<file path="config.mk">
export PLATFORM = sky130hd
export DESIGN_NAME = bist_sequencer
export DESIGN_NICKNAME = d
export VERILOG_FILES = /design/src/rtl/bist_pkg.sv /design/src/rtl/bist_stim_gen.sv /design/src/rtl/bist_resp_compactor.sv /design/src/rtl/bist_fault_table.sv /design/src/rtl/bist_sequencer.sv
export SDC_FILE = /design/constraint.sdc
export NUM_CORES = 1
export LEC_CHECK = 0
export CORE_MARGIN = 4
export CORE_UTILIZATION = 45
export CTS_BUF_LIST = sky130_fd_sc_hd__clkbuf_16
export DETAILED_ROUTE_END_ITERATION = 10
export PLACE_DENSITY = 0.68
export SYNTH_ARGS = -nofsm -noshare
export SYNTH_HDL_FRONTEND = slang
export SYNTH_SLANG_ARGS = --single-unit
</file>
<file path="constraint.sdc">
create_clock -name clk -period 6.4 [get_ports clk]
set_input_delay 1.92 -clock clk [delete_from_list [all_inputs] [get_ports clk]]
set_output_delay 1.92 -clock clk [all_outputs]
set_load 0.05 [all_outputs]
</file>
<file path="src/rtl/bist_pkg.sv">
package bist_pkg;

    typedef enum logic [2:0] {
        ST_IDLE,
        ST_SEED,
        ST_RUN,
        ST_COMPARE,
        ST_WRITE,
        ST_DONE
    } bist_state_e;

    typedef enum logic {
        MODE_SIG,
        MODE_WALK
    } test_mode_e;

endpackage

</file>
<file path="src/rtl/bist_stim_gen.sv">
module bist_stim_gen
    import bist_pkg::*;
#(
    parameter int          W          = 32,
    parameter int          PAT_CYCLES = 256,
    parameter logic [W-1:0] SEED      = 32'h0000_0001,
    parameter logic [W-1:0] POLY      = 32'h8020_0003
) (
    input  logic         clk,
    input  logic         rst_n,
    input  logic         load,
    input  logic         step,
    input  test_mode_e   mode,
    output logic [W-1:0] pattern,
    output logic         last
);
    localparam int WALK_CYCLES = 2 * W;
    localparam int MAX_CYCLES  = (WALK_CYCLES > PAT_CYCLES) ? WALK_CYCLES : PAT_CYCLES;
    localparam int CW          = $clog2(MAX_CYCLES);
    localparam int IW          = $clog2(W);

    logic [W-1:0]  lfsr_q;
    logic [W-1:0]  lfsr_nxt;
    logic [CW-1:0] cnt_q;
    logic [IW-1:0] bit_idx;
    logic          zero_phase;
    logic [W-1:0]  walk_one;

    always_comb begin
        lfsr_nxt = (lfsr_q >> 1) ^ (lfsr_q[0] ? POLY : '0);
    end

    always_ff @(posedge clk) begin
        if (!rst_n) begin
            lfsr_q <= SEED;
            cnt_q  <= '0;
        end else if (load) begin
            lfsr_q <= SEED;
            cnt_q  <= '0;
        end else if (step) begin
            lfsr_q <= lfsr_nxt;
            cnt_q  <= cnt_q + 1'b1;
        end
    end

    always_comb begin
        bit_idx    = cnt_q[IW-1:0];
        zero_phase = (cnt_q >= CW'(W));
        walk_one   = W'(1) << bit_idx;
        if (mode == MODE_WALK) begin
            pattern = zero_phase ? ~walk_one : walk_one;
            last    = (cnt_q == CW'(WALK_CYCLES - 1));
        end else begin
            pattern = lfsr_q;
            last    = (cnt_q == CW'(PAT_CYCLES - 1));
        end
    end


    lfsr_live_chk: assert property (@(posedge clk) disable iff (!rst_n)
        step |=> (lfsr_q != '0));


    walk_bound_chk: assert property (@(posedge clk) disable iff (!rst_n)
        (step && mode == MODE_WALK) |-> (cnt_q < CW'(WALK_CYCLES)));

endmodule

</file>
<file path="src/rtl/bist_resp_compactor.sv">
module bist_resp_compactor #(
    parameter int           W    = 32,
    parameter logic [W-1:0] POLY = 32'h8020_0003
) (
    input  logic         clk,
    input  logic         rst_n,
    input  logic         clear,
    input  logic         capture,
    input  logic [W-1:0] stim,
    input  logic [W-1:0] resp,
    output logic [W-1:0] sig,
    output logic         miss
);
    logic [W-1:0] sig_nxt;

    always_comb begin
        sig_nxt = ((sig >> 1) ^ (sig[0] ? POLY : '0)) ^ resp;
    end

    always_ff @(posedge clk) begin
        if (!rst_n || clear) begin
            sig  <= '0;
            miss <= 1'b0;
        end else if (capture) begin
            sig <= sig_nxt;
            if (resp != stim) begin
                miss <= 1'b1;
            end
        end
    end


    miss_sticky_chk: assert property (@(posedge clk) disable iff (!rst_n)
        (miss && !clear) |=> miss);

endmodule

</file>
<file path="src/rtl/bist_fault_table.sv">
module bist_fault_table #(
    parameter int NUM_UNITS = 4,
    parameter int UW        = 2
) (
    input  logic                 clk,
    input  logic                 rst_n,
    input  logic                 wr,
    input  logic [UW-1:0]        idx,
    input  logic                 fail,
    output logic [NUM_UNITS-1:0] bits
);
    for (genvar g = 0; g < NUM_UNITS; g++) begin : g_entry
        always_ff @(posedge clk) begin
            if (!rst_n) begin
                bits[g] <= 1'b0;
            end else if (wr && fail && (idx == UW'(g))) begin
                bits[g] <= 1'b1;
            end
        end
    end


    no_clear_chk: assert property (@(posedge clk) disable iff (!rst_n)
        1'b1 |=> ((bits & $past(bits)) == $past(bits)));

endmodule

</file>
<file path="src/rtl/bist_sequencer.sv">
module bist_sequencer
    import bist_pkg::*;
#(
    parameter int                           W          = 32,
    parameter int                           NUM_UNITS  = 4,
    parameter int                           PAT_CYCLES = 256,
    parameter logic [W-1:0]                 SEED       = 32'h0000_0001,
    parameter logic [W-1:0]                 POLY       = 32'h8020_0003,
    parameter logic [NUM_UNITS-1:0]         DP_MASK    = 4'b1100,
    parameter logic [NUM_UNITS-1:0][W-1:0]  EXP_SIG    = '0,
    localparam int                          UW         = (NUM_UNITS > 1) ? $clog2(NUM_UNITS) : 1
) (
    input  logic                 clk,
    input  logic                 rst_n,
    input  logic                 start,
    input  logic [UW-1:0]        unit_sel,
    output logic [W-1:0]         stim,
    input  logic [W-1:0]         resp,
    output logic                 done,
    output logic [NUM_UNITS-1:0] fault_bits
);
    bist_state_e   state_q, state_d;
    logic [UW-1:0] unit_q;
    test_mode_e    mode_q;
    logic          fail_q;

    logic          gen_load, gen_step, gen_last;
    logic [W-1:0]  gen_pattern;
    logic          cmp_clear, cmp_capture, cmp_miss;
    logic [W-1:0]  cmp_sig;
    logic          tbl_wr;

    // state register
    always_ff @(posedge clk) begin
        if (!rst_n) begin
            state_q <= ST_IDLE;
        end else begin
            state_q <= state_d;
        end
    end

    // transitions
    always_comb begin
        state_d = state_q;
        unique case (state_q)
            ST_IDLE:    if (start) state_d = ST_SEED;
            ST_SEED:    state_d = ST_RUN;
            ST_RUN:     if (gen_last) state_d = ST_COMPARE;
            ST_COMPARE: state_d = ST_WRITE;
            ST_WRITE:   state_d = ST_DONE;
            ST_DONE:    state_d = ST_IDLE;
            default:    state_d = ST_IDLE;
        endcase
    end

    // job registers
    always_ff @(posedge clk) begin
        if (!rst_n) begin
            unit_q <= '0;
            mode_q <= MODE_SIG;
            fail_q <= 1'b0;
        end else begin
            if (state_q == ST_IDLE && start) begin
                unit_q <= unit_sel;
                mode_q <= DP_MASK[unit_sel] ? MODE_WALK : MODE_SIG;
            end
            if (state_q == ST_COMPARE) begin
                fail_q <= (mode_q == MODE_WALK) ? cmp_miss : (cmp_sig != EXP_SIG[unit_q]);
            end
        end
    end

    // outputs
    always_comb begin
        gen_load    = 1'b0;
        gen_step    = 1'b0;
        cmp_clear   = 1'b0;
        cmp_capture = 1'b0;
        tbl_wr      = 1'b0;
        done        = 1'b0;
        stim        = '0;
        unique case (state_q)
            ST_SEED: begin
                gen_load  = 1'b1;
                cmp_clear = 1'b1;
            end
            ST_RUN: begin
                gen_step    = 1'b1;
                cmp_capture = 1'b1;
                stim        = gen_pattern;
            end
            ST_WRITE: tbl_wr = 1'b1;
            ST_DONE:  done   = 1'b1;
            default: ;
        endcase
    end

    bist_stim_gen #(
        .W(W), .PAT_CYCLES(PAT_CYCLES), .SEED(SEED), .POLY(POLY)
    ) i_stim_gen (
        .clk(clk), .rst_n(rst_n), .load(gen_load), .step(gen_step),
        .mode(mode_q), .pattern(gen_pattern), .last(gen_last)
    );

    bist_resp_compactor #(
        .W(W), .POLY(POLY)
    ) i_compactor (
        .clk(clk), .rst_n(rst_n), .clear(cmp_clear), .capture(cmp_capture),
        .stim(gen_pattern), .resp(resp), .sig(cmp_sig), .miss(cmp_miss)
    );

    bist_fault_table #(
        .NUM_UNITS(NUM_UNITS), .UW(UW)
    ) i_fault_table (
        .clk(clk), .rst_n(rst_n), .wr(tbl_wr), .idx(unit_q),
        .fail(fail_q), .bits(fault_bits)
    );


    seed_to_run_chk: assert property (@(posedge clk) disable iff (!rst_n)
        (state_q == ST_SEED) |=> (state_q == ST_RUN));


    done_pulse_chk: assert property (@(posedge clk) disable iff (!rst_n)
        done |=> !done);


    sel_hold_chk: assert property (@(posedge clk) disable iff (!rst_n)
        (state_q != ST_IDLE) |=> $stable(unit_q));


    fault_write_only_chk: assert property (@(posedge clk) disable iff (!rst_n)
        (fault_bits != $past(fault_bits)) |-> ($past(state_q) == ST_WRITE));

endmodule

</file>
==> After elaboration in Yosys (flattened, before gate mapping) <==
Index checks and enable logic that the tools add are counted.
{ "totals": {"ff_bits": 84, "input_bits": 37, "out_inout_bits": 37, "wordCells": 68} }
{ "op_classes": {"addsub": 1, "n_lt_le_gt_ge": 3, "eq_ne": 14, "n_shift": 1, "muxes": 19, "bitwise": 5, "reduce_logical": 13} }
{ "ops": {"columns": ["op", "count"], "rows": [
  ["2-to-1 mux 32 bit", 6],
  ["binary-select mux 32 bit (select 2 bit)", 1],
  ["!= test 32 bit", 2],
  ["bitwise XOR 31 x 32 -> 32 bit", 2],
  ["NOT 32 bit", 1],
  ["left shift 1 x 5 -> 32 bit (first input constant)", 1],
  ["bitwise XOR 32 bit", 1],
  ["one-hot mux 3 bit (5 select lines)", 1],
  ["adder 8 x 1 -> 8 bit (second input constant)", 1],
  ["equality test 8 x 6 -> 1 bit (second input constant)", 1],
  ["equality test 8 bit (second input constant)", 1],
  [">= comparator 8 x 6 -> 1 bit (second input constant)", 1],
  ["2-to-1 mux 1 bit", 8],
  ["equality test 3 x 2 -> 1 bit (second input constant)", 2],
  ["equality test 3 bit (second input constant)", 2],
  ["logical AND 1 bit", 6],
  ["less-than comparator 2 x 3 -> 1 bit (second input constant)", 2],
  ["2-to-1 mux 3 bit", 2],
  ["equality test 2 bit (second input constant)", 2],
  ["!= test 2 bit (second input constant)", 2],
  ["AND reduction 2 bit", 2],
  ["equality test 3 x 1 -> 1 bit (second input constant)", 1],
  ["logical NOT 3 bit", 1],
  ["binary-select mux 1 bit (select 2 bit)", 1],
  ["6 further kinds", 6]
]} }

==> Logic depth before layout (Yosys ltp) <==
Gate-level depths: netlist of the first run.
{ "logic_depth": {"ltp_word": 6, "mapped_depth": 10, "depth_no_buf": 9} }

==> Cells and area by module <==
A second synthesis of the first run with hierarchy kept.
{ "unflattened": {"cells_unflattened": 550, "hier_area_um2": 5106.1} }
{ "by_module_without_submodules": {"columns": ["mod", "instances", "cells_each", "area_each_um2", "seq_area_each_um2"], "rows": [
  ["bist_stim_gen", 1, 269, 2631.3, 800.8],
  ["bist_resp_compactor", 1, 191, 1746.7, 660.6],
  ["bist_sequencer", 1, 78, 575.6, 120.1],
  ["bist_fault_table", 1, 12, 152.6, 80.1]
]} }

==> Least setup slack after synthesis of the first run <==
No wires, ideal clock.
{ "synth_path": {"path_kind": "register to output", "from": "register i_stim_gen.cnt_q[2]", "to": "output stim[11]", "t_arrival_ns": 2.121, "required_time_ns": 4.480, "path_slack_ns": 2.359, "stages_incl_launch_ff": 7, "n_path_buf": 1, "path_cell_list": "dfxtp_1 > clkbuf_1 > inv_1 > ha_1 > nor2b_1 > a22oi_1 > a31oi_1"} }
{ "synth_via": {"elab_chain_cells": 5, "elab_cells_between_ends": 6, "classes_between": "order compare: 1; shift: 1; mux: 3; bitwise: 1"} }
{ "synth_lines": {"columns": ["element", "line", "text"], "rows": [
  ["from (decl)", "bist_stim_gen.sv:24", "logic [CW-1:0] cnt_q;"],
  ["from (signal assigned)", "bist_stim_gen.sv:42", "cnt_q <= cnt_q + 1'b1;"],
  ["branches (longest 2 deep; another with >= comparator 8 x 6 -> 1 bit)", null, null],
  ["2-to-1 mux 32 bit *", "bist_stim_gen.sv:51", "pattern = zero_phase ? ~walk_one : walk_one;"],
  ["2-to-1 mux 32 bit *", "bist_stim_gen.sv:50", "if (mode == MODE_WALK) begin"],
  ["2-to-1 mux 32 bit *", "bist_sequencer.sv:82", "unique case (state_q)"],
  ["to (decl)", "bist_sequencer.sv:17", "output logic [W-1:0] stim,"]
]} }
Mark *: on every way between the ends.

==> results of run 1 <==
## worst reg2reg max path, cell delays in order (launching register included)
cell and delay, ns:
dfxtp_1 0.70, nor4b_4 0.59, buf_4 0.36, a22oi_1 0.15, and3_1 0.21, nor4_1 0.49, nand4_1 0.17, nor4_1 0.40
o31ai_1 0.11
## where the power goes
| group | total [W] | internal, W | switching, W |
|---|---|---|---|
| combinational | 0.000234 | 0.0000967 | 0.000137 |
| clock | 0.000462 | 0.000257 | 0.000205 |
| sequential | 0.000570 | 0.000542 | 0.0000281 |
## registers in the layout, indices dropped and copies added, names as in the netlist
name	cells
fail_q	1
i_compactor.sig	32
i_stim_gen.lfsr_q	32
i_fault_table.bits	4
i_compactor.miss	1
unit_q	2
i_stim_gen.cnt_q	8
state_q	3
## through the flow
stage                     instances  util [%]  instance area (um2)  total power (W)  hold slack, ns
after floorplan                 644         -                 5120         0.000733           0.424
after global placement          812      53.4                 5870         0.000806           0.440
after detailed placement        812      53.4                 5870         0.000811           0.452
after CTS                       828      55.8                 6130          0.00127           0.461
after global routing            828      55.8                 6130          0.00132           0.488
final                           828      55.8                 6130          0.00127           0.459
## logic make-up (layout without fill, tap and decap cells)
group / after synthesis / in the layout / share of synthesized area (%)
fa+ha+maj: 7 / 7 / 1.71
flops: 83 / 83 / 32.4
compound gates: 205 / 205 / 25.6
xor+xnor: 42 / 42 / 7.18
buf+inv: 60 / 104 / 5.18
mux: 5 / 5 / 0.977
simple gates: 242 / 242 / 26.9
## layer usage
metal | GRT usage [%] | vias up | part of all wire [%]
met5 | 0 | - | 0
met3 | 5.55 | 38 | 7.8
met2 | 40.1 | 236 | 45
met1 | 32.7 | 2330 | 44
li1 | - | 2460 | -
met4 | 8.63 | 0 | 3.2
## cell usage after synthesis, types with 10 or more instances
library cell	number	share of area, %
a211oi_1	33	4.8
a21oi_1	92	9.0
a22oi_1	26	3.8
and3_1	34	4.2
buf_2	11	1.1
clkbuf_1	31	2.3
dfxtp_1	83	32
nand2_1	69	5.1
nand4_1	11	1.3
nor2_1	44	3.2
nor2b_1	10	1.2
nor4_1	24	2.9
o21bai_1	24	3.5
xnor2_1	37	6.3
## worst paths after layout
path	start	to	depth (start not counted)
worst min register to register	i_compactor.sig[1]	i_compactor.sig[1]	2
worst min-delay path	i_compactor.sig[1]	i_compactor.sig[1]	2
worst max-delay path	unit_q[1]	stim[29]	5
worst max register to register	unit_q[1]	i_compactor.miss	8
## area by class of cell
class	count	area, um2
Inverter	8	30.0
Tap cell	140	175
Sequential cell	83	1660
Clock buffer	9	225
Timing Repair Buffer	80	783
Clock inverter	7	36.3
Multi-Input combinational cell	501	3220
Fill cell	1028	4860
==> impl_metrics.json, run 1 <==
{
  "crit_fanout": 20,
  "drc": 0,
  "vias": 5064,
  "cts_resized": 0,
  "wl_per_cell_um": 19.5,
  "slew_viol_final": 0,
  "worst-endpoint-arrival_ns": 3.29,
  "path_cells": "nor4b_4, buf_4, a22oi_1, a21oi_1, clkdlybuf4s50_1",
  "htree_levels": 3,
  "rsz0062_at_grt": "no",
  "yosysWarnings": 0,
  "finalCritPeriodShare_pct": 81.4,
  "setup_tns_ns": 0,
  "core_region_area_um2": 11000,
  "syn_area_um2": 5120,
  "cp_slowest_cell": "clkdlybuf4s50_1",
  "die_y_um": 115,
  "grt_usage_pct": 24.9,
  "cts.sinks": 83,
  "synthDistinctLibCells": 43,
  "synth_edf_count": 0,
  "setup_ws_ns": 1.19,
  "ant_nets": 0,
  "num_io_pins": 74,
  "nNetsFinal": 727,
  "cts_setup_buffers": 0,
  "async_flop_share_pct": 0,
  "syn_to_final_growth_pct": 19.6,
  "synth-seq-cells": 83,
  "grt_pass1_wl_mm": 25.5,
  "ys.flop_type": "dfxtp_1",
  "cts_made_buffers": 9,
  "tightestPinTransition_ns": 1.13,
  "num_antenna_cells": 0,
  "clock_skew_ns": 0.00631,
  "ctsHoldBuffers": 0,
  "grt_start_max_net_pins": 102,
  "gp_congestion": 0.950,
  "die_width_um": 115,
  "setup_viol": 0,
  "syn-num-nets": 688,
  "mostFrequentLayoutCell": "a21oi_1",
  "hold_path_class": "reg -> reg",
  "p_leak_nw": 1.95,
  "cts_root_buffer": "clkbuf_16",
  "antenna_found_initial": 0,
  "slowest_delay_ns": 0.85,
  "dieArea_um2": 13200,
  "drive_gt1_share_pct": 5.09,
  "first_pass_iters": 6,
  "cts_tree": "done",
  "cellPowerDensity_nw_per_um2": 207,
  "critPathKind": "reg -> out",
  "min_period_ns": 5.21,
  "postRouteWirelength_mm": 16.2,
  "rows": 38,
  "cts_buffer_depth": 2,
  "cpLargestDelayFamily": "buffers and inverters",
  "clock.fmax_mhz": 192,
  "start_util_pct": 46.6,
  "yosysSeqAreaShare_pct": 32.4,
  "grt_pass1_vias": 4791,
  "path_buf_inv": 2,
  "dp_hpwl_mm": 11.6,
  "most-common-layout-cells": "a21oi_1, dfxtp_1, clkdlybuf4s50_1",
  "slew_headroom_pct": 24.4,
  "synth.avg_cell_area_um2": 7.95,
  "worst_setup_path_end_kind": "primary output",
  "grt_overflow": 0,
  "viasPerCell": 6.12,
  "clk_pin_slew_ns": 0.06,
  "clock_latency_ns": 0.35,
  "io_buffers": 73,
  "drtIter0Drc": 559,
  "crit_path_start_kind": "flip-flop",
  "peakVddDrop_mv": 0.162,
  "cap_viol_max_count": 0,
  "critPathRequiredTime_ns": 4.48,
  "hold_viol_final": 0,
  "status": "finished clean",
  "rrSetupSlack_ns": 3.07,
  "synthCells": 644,
  "place_ws_ns": 1.61
}
(Power assumes the default switching activity.)
==> run 2: changes to the inputs <==
Clock period 6.4 ns to 5.18 ns, I/O delays scaled along.
==> run 2 against run 1 <==
Global-route usage fell by 0.12 points. Non-clock buffer count rose by 5. Critical path depth fell by 1. Final area rose by 1.0%. Clock skew rose by 0.0012 ns. Largest power group unchanged. Wire length rose by 1.2%. Flip-flop and latch count did not move. Worst setup slack got worse by 0.78 ns. Final cell count rose by 0.60%. First-iteration DRC count fell by 16%. Critical endpoint is now stim[19]. Count of clock-buffer cells in the layout did not move. Core utilization rose by 0.57 points.
==> impl_metrics.json, run 2 (synthesis gave the netlist of run 1 again) <==
{
  "status": "finished clean",
  "ant_nets": 0,
  "hold_path_class": "reg -> reg",
  "grt_pass1_vias": 4728,
  "most-common-layout-cells": "a21oi_1, dfxtp_1, clkdlybuf4s50_1",
  "htree_levels": 3,
  "multi_input_area_um2": 3220,
  "cp_slowest_cell": "clkdlybuf4s50_1",
  "dp_hpwl_mm": 11.9,
  "cap_viol_max_count": 0,
  "clock.fmax_mhz": 210,
  "rsz0062_at_grt": "no",
  "nNetsFinal": 732,
  "cts_made_buffers": 9,
  "start_util_pct": 46.6,
  "worst_setup_path_end_kind": "primary output",
  "tightestPinTransition_ns": 1.10,
  "drtIter0Drc": 469,
  "min_period_ns": 4.77,
  "setup_ws_ns": 0.408,
  "die_y_um": 115,
  "grt_start_max_net_pins": 67,
  "core_region_area_um2": 11000,
  "grt_pass1_wl_mm": 25.2,
  "wl_per_cell_um": 19.6,
  "gp_congestion": 0.905,
  "setup_viol": 0,
  "critPathRequiredTime_ns": 3.63,
  "slew_headroom_pct": 26.7,
  "worst-endpoint-arrival_ns": 3.22,
  "antenna_found_initial": 0,
  "drc": 0,
  "place_ws_ns": 0.852,
  "clock_latency_ns": 0.35,
  "finalCritPeriodShare_pct": 92.1,
  "mostFrequentLayoutCell": "a21oi_1",
  "cellPowerDensity_nw_per_um2": 263,
  "grt_overflow": 0,
  "cts_setup_buffers": 0,
  "cts_resized": 0,
  "cts_buffer_depth": 2,
  "num_antenna_cells": 0,
  "clock_skew_ns": 0.00750,
  "cts_root_buffer": "clkbuf_16",
  "crit_path_start_kind": "flip-flop",
  "clk_pin_slew_ns": 0.06,
  "rows": 38,
  "cts_tree": "done",
  "vias": 5153,
  "first_pass_iters": 7,
  "cts.sinks": 83,
  "setup_tns_ns": 0,
  "regArea_um2": 1660,
  "ctsHoldBuffers": 0,
  "hold_viol_final": 0,
  "io_buffers": 73,
  "die_width_um": 115,
  "drive_gt1_share_pct": 5.63,
  "rrSetupSlack_ns": 2.00,
  "postRouteWirelength_mm": 16.3,
  "viasPerCell": 6.19,
  "syn_to_final_growth_pct": 20.9,
  "slew_viol_final": 0,
  "critPathKind": "reg -> out",
  "grt_usage_pct": 24.8,
  "p_leak_nw": 1.99,
  "slowest_delay_ns": 0.88,
  "num_io_pins": 74,
  "reg_top3": "i_compactor.sig: 32 flops, i_stim_gen.lfsr_q: 32 flops, i_stim_gen.cnt_q: 8 flops",
  "fillers": 1048,
  "peakVddDrop_mv": 0.147,
  "crit_fanout": 20,
  "path_cells": "inv_1, or3_1, a31oi_1, clkdlybuf4s50_1",
  "dieArea_um2": 13200
}
## run 2: cell count changes in the layout (fill, tap and decap cells not counted), sizes merged
| cell | before | now |
|---|---|---|
| buf | 7 | 12 |
| bufinv | 0 | 1 |
| clkinv | 4 | 3 |
| clkinvlp | 2 | 1 |
| inv | 9 | 10 |
## run 2: critical path, delay by kind of cell (launching register included)
| kind | cells | cell delay [ns] |
|---|---|---|
| flops | 1 | 0.71 |
| compound gates | 1 | 0.29 |
| simple gates | 1 | 0.55 |
| buf+inv | 2 | 1.32 |
## run 2: metal layers
layer  GRT usage [%]  vias to the layer above  wire, um
met4            11.5                        0       574
met5               0                        -         0
met1            32.1                     2436      7010
li1                -                     2470         -
met3            4.12                       37      1310
met2            40.1                      210      7450
## run 2: area by class of cell
type	instances	share of cell area, %
multi-input combinational	501	52.0
sequential	83	26.8
timing repair buffer	85	13.3
clock buffer	9	3.64
tap	140	2.83
clock inverter	7	0.990
inverter	8	0.485
## run 2: stage by stage
stage	total power, W	instances	util (%)	hold slack (ns)	instance area, um2
2_1_floorplan	0.000905	644	-	0.424	5120
3_3_place_gp	0.00100	817	53.7	0.441	5900
3_5_place_dp	0.00101	817	53.7	0.450	5900
4_1_cts	0.00164	833	56.4	0.459	6190
5_1_grt	0.00170	833	56.4	0.490	6190
6_report	0.00163	833	56.4	0.456	6190
## run 2: report_power, final
part           leakage, nW  internal, W  switching, W  total [W]
logic                 1.17     0.000121      0.000170   0.000291
registers            0.672     0.000669     0.0000357   0.000705
clock network        0.143     0.000367      0.000264   0.000631
total                 1.99      0.00116      0.000469    0.00163
## run 2: path summary, 6_finish.rpt
check	from	to	cells after the start
setup / recovery	unit_q[1]	stim[19]	4
hold / removal	i_compactor.sig[1]	i_compactor.sig[1]	2
setup reg to reg	unit_q[1]	i_compactor.miss	8
hold reg to reg	i_compactor.sig[1]	i_compactor.sig[1]	2
==> run 3: changes to the inputs <==
Settings changed: CTS_CLUSTER_SIZE set to 40.
==> results of run 3 <==
Final layout, timing and power as in run 2 (identical DEF).
